$ cat src/rtl/lcm_pkg.sv
package lcm_pkg;
  localparam int FUNC_W = 7;

  localparam logic [FUNC_W-1:0] F_AND   = 7'h00;
  localparam logic [FUNC_W-1:0] F_ANDN  = 7'h08;
  localparam logic [FUNC_W-1:0] F_OR    = 7'h20;
  localparam logic [FUNC_W-1:0] F_ORN   = 7'h28;
  localparam logic [FUNC_W-1:0] F_XOR   = 7'h40;
  localparam logic [FUNC_W-1:0] F_XNOR  = 7'h48;
  localparam logic [FUNC_W-1:0] F_MV_LS = 7'h14;
  localparam logic [FUNC_W-1:0] F_MV_LC = 7'h16;
  localparam logic [FUNC_W-1:0] F_MV_EQ = 7'h24;
  localparam logic [FUNC_W-1:0] F_MV_NE = 7'h26;
  localparam logic [FUNC_W-1:0] F_MV_LT = 7'h44;
  localparam logic [FUNC_W-1:0] F_MV_GE = 7'h46;
  localparam logic [FUNC_W-1:0] F_MV_LE = 7'h64;
  localparam logic [FUNC_W-1:0] F_MV_GT = 7'h66;
  localparam logic [FUNC_W-1:0] F_QMASK = 7'h61;
  localparam logic [FUNC_W-1:0] F_QIMPL = 7'h6c;

  // Bits cleared by the capability-mask query.
  localparam logic [7:0] QMASK_CLR = 8'h17;

  // Evaluates a move test on A. The caller ignores the result for codes
  // that are not moves.
  function automatic logic move_test(input logic [FUNC_W-1:0] f,
                                     input logic lsb, input logic neg,
                                     input logic zero);
    case (f)
      F_MV_LS: move_test = lsb;
      F_MV_LC: move_test = !lsb;
      F_MV_EQ: move_test = zero;
      F_MV_NE: move_test = !zero;
      F_MV_LT: move_test = neg;
      F_MV_GE: move_test = !neg;
      F_MV_LE: move_test = neg || zero;
      F_MV_GT: move_test = !neg && !zero;
      default: move_test = 1'b0;
    endcase
  endfunction
endpackage

$ cat src/rtl/lcm_bitwise.sv
module lcm_bitwise import lcm_pkg::*; #(
  parameter int XLEN = 64
) (
  input  logic [FUNC_W-1:0] func,
  input  logic [XLEN-1:0]   a,
  input  logic [XLEN-1:0]   b,
  output logic [XLEN-1:0]   res,
  output logic              hit
);
  logic [XLEN-1:0] b_use;

  // Bit 3 of the code selects the inverted form of B in every bitwise code.
  assign b_use = func[3] ? ~b : b;

  always_comb begin
    hit = 1'b1;
    unique case (func)
      F_AND, F_ANDN: res = a & b_use;
      F_OR,  F_ORN:  res = a | b_use;
      F_XOR, F_XNOR: res = a ^ b_use;
      default: begin
        res = '0;
        hit = 1'b0;
      end
    endcase
  end
endmodule

$ cat src/rtl/lcm_cmov_test.sv
module lcm_cmov_test import lcm_pkg::*; #(
  parameter int XLEN = 64
) (
  input  logic [FUNC_W-1:0] func,
  input  logic [XLEN-1:0]   a,
  output logic              is_move,
  output logic              take
);
  logic a_neg, a_zero;

  assign a_neg  = a[XLEN-1];
  assign a_zero = (a == '0);

  always_comb begin
    case (func)
      F_MV_LS, F_MV_LC, F_MV_EQ, F_MV_NE,
      F_MV_LT, F_MV_GE, F_MV_LE, F_MV_GT: is_move = 1'b1;
      default: is_move = 1'b0;
    endcase
  end

  assign take = is_move && move_test(func, a[0], a_neg, a_zero);
endmodule

$ cat src/rtl/lcm_query.sv
module lcm_query import lcm_pkg::*; #(
  parameter int XLEN  = 64,
  parameter int IDX_W = 5,
  parameter int LIT_W = 8
) (
  input  logic [FUNC_W-1:0] func,
  input  logic [IDX_W-1:0]  ra_idx,
  input  logic              lit_sel,
  input  logic [LIT_W-1:0]  lit,
  input  logic [XLEN-1:0]   b,
  input  logic              sys_mode,
  output logic              is_query,
  output logic              ok,
  output logic [XLEN-1:0]   res
);
  localparam logic [IDX_W-1:0] ZERO_REG = IDX_W'((1 << IDX_W) - 1);
  localparam logic [XLEN-1:0]  CLR_MASK = XLEN'(QMASK_CLR);

  logic ra_ok;

  assign ra_ok = (ra_idx == ZERO_REG);

  always_comb begin
    is_query = 1'b0;
    ok       = 1'b0;
    res      = '0;
    if (func == F_QMASK) begin
      is_query = 1'b1;
      ok       = ra_ok;
      res      = b & ~CLR_MASK;
    end else if (func == F_QIMPL) begin
      is_query = 1'b1;
      ok       = ra_ok && lit_sel && (lit == LIT_W'(1));
      res      = sys_mode ? XLEN'(1) : XLEN'(2);
    end
  end
endmodule

$ cat src/rtl/lcm_unit.sv
module lcm_unit import lcm_pkg::*; #(
  parameter int XLEN  = 64,
  parameter int IDX_W = 5,
  parameter int LIT_W = 8
) (
  input  logic              clk,
  input  logic              rst_n,
  input  logic              issue,
  input  logic [FUNC_W-1:0] func,
  input  logic [XLEN-1:0]   op_a,
  input  logic [XLEN-1:0]   op_b,
  input  logic [LIT_W-1:0]  lit,
  input  logic              lit_sel,
  input  logic [IDX_W-1:0]  ra_idx,
  input  logic [XLEN-1:0]   rc_old,
  input  logic              sys_mode,
  output logic              done,
  output logic [XLEN-1:0]   result,
  output logic              wr_en,
  output logic              illegal
);
  localparam logic [IDX_W-1:0] ZERO_REG = IDX_W'((1 << IDX_W) - 1);

  logic [XLEN-1:0] b_eff, bw_res, q_res, res_nx;
  logic            bw_hit, mv_is, mv_take, q_is, q_ok;
  logic            we_nx, ill_nx;

  assign b_eff = lit_sel ? {{(XLEN-LIT_W){1'b0}}, lit} : op_b;

  lcm_bitwise #(.XLEN(XLEN)) u_bw (
    .func(func), .a(op_a), .b(b_eff), .res(bw_res), .hit(bw_hit)
  );

  lcm_cmov_test #(.XLEN(XLEN)) u_mv (
    .func(func), .a(op_a), .is_move(mv_is), .take(mv_take)
  );

  lcm_query #(.XLEN(XLEN), .IDX_W(IDX_W), .LIT_W(LIT_W)) u_q (
    .func(func), .ra_idx(ra_idx), .lit_sel(lit_sel), .lit(lit), .b(b_eff),
    .sys_mode(sys_mode), .is_query(q_is), .ok(q_ok), .res(q_res)
  );

  always_comb begin
    res_nx = '0;
    we_nx  = 1'b0;
    ill_nx = 1'b0;
    if (bw_hit) begin
      res_nx = bw_res;
      we_nx  = 1'b1;
    end else if (mv_is) begin
      res_nx = mv_take ? b_eff : rc_old;
      we_nx  = mv_take;
    end else if (q_is && q_ok) begin
      res_nx = q_res;
      we_nx  = 1'b1;
    end else begin
      ill_nx = 1'b1;
    end
  end

  always_ff @(posedge clk) begin
    if (!rst_n) begin
      done    <= 1'b0;
      result  <= '0;
      wr_en   <= 1'b0;
      illegal <= 1'b0;
    end else begin
      done    <= issue;
      result  <= issue ? res_nx : '0;
      wr_en   <= issue && we_nx;
      illegal <= issue && ill_nx;
    end
  end


  done_follow_chk: assert property (@(posedge clk) disable iff (!rst_n)
    issue |=> done);

  idle_quiet_chk: assert property (@(posedge clk) disable iff (!rst_n)
    !done |-> (!wr_en && !illegal));

  no_write_when_illegal_chk: assert property (@(posedge clk) disable iff (!rst_n)
    illegal |-> !wr_en);

  cmov_fail_chk: assert property (@(posedge clk) disable iff (!rst_n)
    (issue && mv_is && !mv_take) |=> (!wr_en && !illegal && result == $past(rc_old)));

  cmov_take_chk: assert property (@(posedge clk) disable iff (!rst_n)
    (issue && mv_take) |=> (wr_en && result == $past(b_eff)));

  qmask_guard_chk: assert property (@(posedge clk) disable iff (!rst_n)
    (issue && func == F_QMASK && ra_idx != ZERO_REG) |=> illegal);

  qimpl_value_chk: assert property (@(posedge clk) disable iff (!rst_n)
    (issue && q_is && q_ok && func == F_QIMPL) |=>
      (result == XLEN'(1) || result == XLEN'(2)));
endmodule

$ cat config.mk
export PLATFORM = sky130hd
export DESIGN_NAME = lcm_unit
export DESIGN_NICKNAME = d
export VERILOG_FILES = /design/src/rtl/lcm_pkg.sv /design/src/rtl/lcm_bitwise.sv /design/src/rtl/lcm_cmov_test.sv /design/src/rtl/lcm_query.sv /design/src/rtl/lcm_unit.sv
export SDC_FILE = /design/constraint.sdc
export NUM_CORES = 1
export LEC_CHECK = 0
export BUFFER_PORTS_ARGS = -buffer_cell sky130_fd_sc_hd__buf_2
export CAP_MARGIN = 30
export CELL_PAD_IN_SITES_DETAIL_PLACEMENT = 1
export CELL_PAD_IN_SITES_GLOBAL_PLACEMENT = 2
export CORE_ASPECT_RATIO = 0.8
export CORE_MARGIN = 2
export CORE_UTILIZATION = 29
export CTS_BUF_LIST = sky130_fd_sc_hd__clkbuf_8
export DETAILED_ROUTE_END_ITERATION = 6
export PLACE_DENSITY_LB_ADDON = 0.1
export SKIP_LAST_GASP = 1
export SLEW_MARGIN = 30
export SYNTH_ARGS = -nofsm -noshare
export SYNTH_HDL_FRONTEND = slang
export SYNTH_SLANG_ARGS = --single-unit
export TNS_END_PERCENT = 5
$ cat constraint.sdc
create_clock -name clk -period 2.5 [get_ports clk]
set_input_delay 0.125 -clock clk [delete_from_list [all_inputs] [get_ports clk]]
set_output_delay 0.125 -clock clk [all_outputs]
set_load 0.01 [all_outputs]
==> results.txt <==
total core area: 0.0264 mm²
fin crit share: 90.1%
most frequent cells in the layout: 281 x buf_2, 130 x inv_1, 128 x ha_1
die height: 151 µm
Slew Limit Fails: 0
post-placement cell count: 1542
post-synthesis sequential area ratio: 17.2%
CTS Sinks: 67
critical path data required time: 2.80 ns
dpl hpwl: 23800 µm
antenna-violating nets left: 0
Slew HR: 37.7%
final hold viol count: 0
Fin Setup TNS: 0 ns
Worst setup SP type: primary input
GPL Wtd Cong: 0.763
Core Rows: 53
DP Area: 0.00978 mm²
number of post-CTS setup repair buffers: 0
largest net degree at the start of global routing: 59
Cells after Synth: 928
critical path type: in2reg
worst hold-check path type: in2reg
initial antenna violation count: 10
Worst Hold End: result[34]
Max Fanout on Critical Path: 25
Final Util: 39.8%
GRT Total Usage: 22.4%
final cell count without fillers: 1616
clock root cell: clkbuf_8
DR pass1 iterations: 5
Worst-Margin Slew: 0.934 ns
post_cts resized: 0
Ys Warns: 0
met1 Use GR: 28.7%
design area: 0.0105 mm²
Synth Flop Type: dfxtp_1
syn avg cell area: 8.42 µm²
CP Capture Type: flip-flop
run status: complete, no violations
Final min period: 2.25 ns
Routed WL per cell: 19.7 µm
static leakage: 5.37 nW
max cap viols: 0
Initial Util: 29.6%
Die X-Extent: 188 µm
Worst VDD drop: 0.000195 V
IO Pins: 284
vias per cell: 4.92
share of cells above drive strength 1: 33.6%
count of cell types in the netlist: 55
Syn-to-layout area delta: 34.4%
most common cell after layout, fill and taps aside: buf_2
met2 usage: 38.8%
clock tree buffer depth: 2
number of global-route vias before repair: 8315
DRC viols: 0
syn nets: 1273
Die ar.: 0.0283 mm²
H-tree Lvls: 3
total CTS buffers: 9
fmax: 444 MHz
met3 Use GR: 5.10%
Final Setup Violations: 0
gr ovfl total: 0
flop and latch count out of synthesis: 67
post-layout power: 3.28 mW
arrival time worst endpoint: 2.56 ns
via count: 7944
Routed Wire Length: 31800 µm
IO buf count: 283
Pwr Density: 313 mW/mm²
share of flip-flops with an asynchronous set or reset: 0%
Worst Hold Launch: rc_old[34]
RSZ-0062 raised after global routing: no
TritonCTS clock tree: done
first-pass GRT wire length: 48500 µm
hold depth: 3
EDFF count, synth: 0
Starting DRT DRC Count: 206
GR peak layer: met2
nets@finish: 1595
Worst-path clk slew: 0.08 ns
Synth Cell Area: 0.00782 mm²
-- worst max-delay path by stage --
stage | from | to | slack (ns)
after floorplan | lit_sel | result[3] | 0.39
after global placement | op_a[40] | result[42] | -0.08
after detailed placement | op_a[40] | result[42] | -0.09
after CTS | op_a[40] | result[35] | 0.29
after global routing | op_a[37] | result[46] | 0.08
final | op_a[40] | result[35] | 0.25
-- report_power, final --
| part | total (mW) | internal (mW) | switching [mW] | leakage [nW] |
|---|---|---|---|---|
| clock network | 0.934 | 0.388 | 0.545 | 0.0925 |
| logic | 1.25 | 0.579 | 0.674 | 4.73 |
| registers | 1.10 | 1.09 | 0.00674 | 0.543 |
-- cells by family (layout without fill, tap and decap cells) --
family / count (synthesis) / count (layout) / share of synthesized area, %
simple gates: 230 / 230 / 17.5
fa+ha+maj: 128 / 128 / 20.5
xor+xnor: 65 / 65 / 7.28
buf+inv: 201 / 528 / 11.0
other cells: 0 / 4 / 0
mux: 72 / 72 / 9.22
compound gates: 165 / 165 / 17.4
flops: 67 / 67 / 17.2
-- cells in the mapped netlist (3+ instances only) --
cell	count	area (µm²)
inv_1	130	488
or3_1	3	18.8
nand2_1	59	221
xnor2_1	47	412
o22ai_1	43	269
nand3_2	22	220
o21ai_0	16	80.1
o221ai_1	15	131
nand2b_1	39	244
a221o_1	6	60.1
dfxtp_1	67	1340
a31oi_1	22	138
buf_1	18	67.6
clkbuf_1	30	113
buf_4	3	22.5
o211ai_2	37	463
o21ai_1	5	25.0
nor2b_1	18	113
nor3_1	3	15.0
buf_2	8	40.0
a21oi_1	4	20.0
ha_1	128	1600
nor2_1	6	22.5
nand4_1	5	31.3
xor2_1	18	158
nor4_1	17	106
a32oi_1	3	26.3
nand3_1	39	195
buf_6	11	124
mux2i_1	72	721
-- flip-flops by register name, indices dropped and copies added (netlist names) --
name     cells
illegal      1
wr_en        1
result      64
done         1
-- critical path, cell delays in order --
cell and delay (ns):
buf_2 0.12, nor4_1 0.67, nand4_1 0.24, nor4_2 0.31
buf_4 0.16, o2bb2ai_2 0.14, buf_4 0.15, a21o_4 0.16
buf_12 0.19, nand3_1 0.10, a31oi_1 0.17
-- per-layer routing --
layer	vias up	routed length (µm)	part of all wire (%)
met3	38	1690	5.3
met2	181	15100	48
met4	14	355	1.1
met1	3854	14500	46
met5	-	90	0.28
li1	3857	-	-
-- final cells by class --
| cell class | instances | area (µm²) |
|---|---|---|
| antenna | 4 | 10.0 |
| clock buffer | 10 | 138 |
| clock inverter | 6 | 40.0 |
| fill | 3259 | 15900 |
| inverter | 131 | 492 |
| multi-input combinational | 660 | 5640 |
| sequential | 67 | 1340 |
| tap | 357 | 447 |
| timing repair buffer | 381 | 2400 |
-- what timing repair did --
action                     4_1_cts  5_1_grt
hold buffers                    54        0
hold endpoints to repair        54        0
setup endpoints to repair        0        0
-- stage by stage --
step,setup WS (ns),hold WS (ns)
4_1_cts,0.289,0.000304
5_1_grt,0.0776,0.00736
3_5_place_dp,-0.0899,0.352
3_3_place_gp,-0.0832,0.348
6_report,0.247,0.0186
2_1_floorplan,0.394,0.251
(Power assumes the default switching activity.)
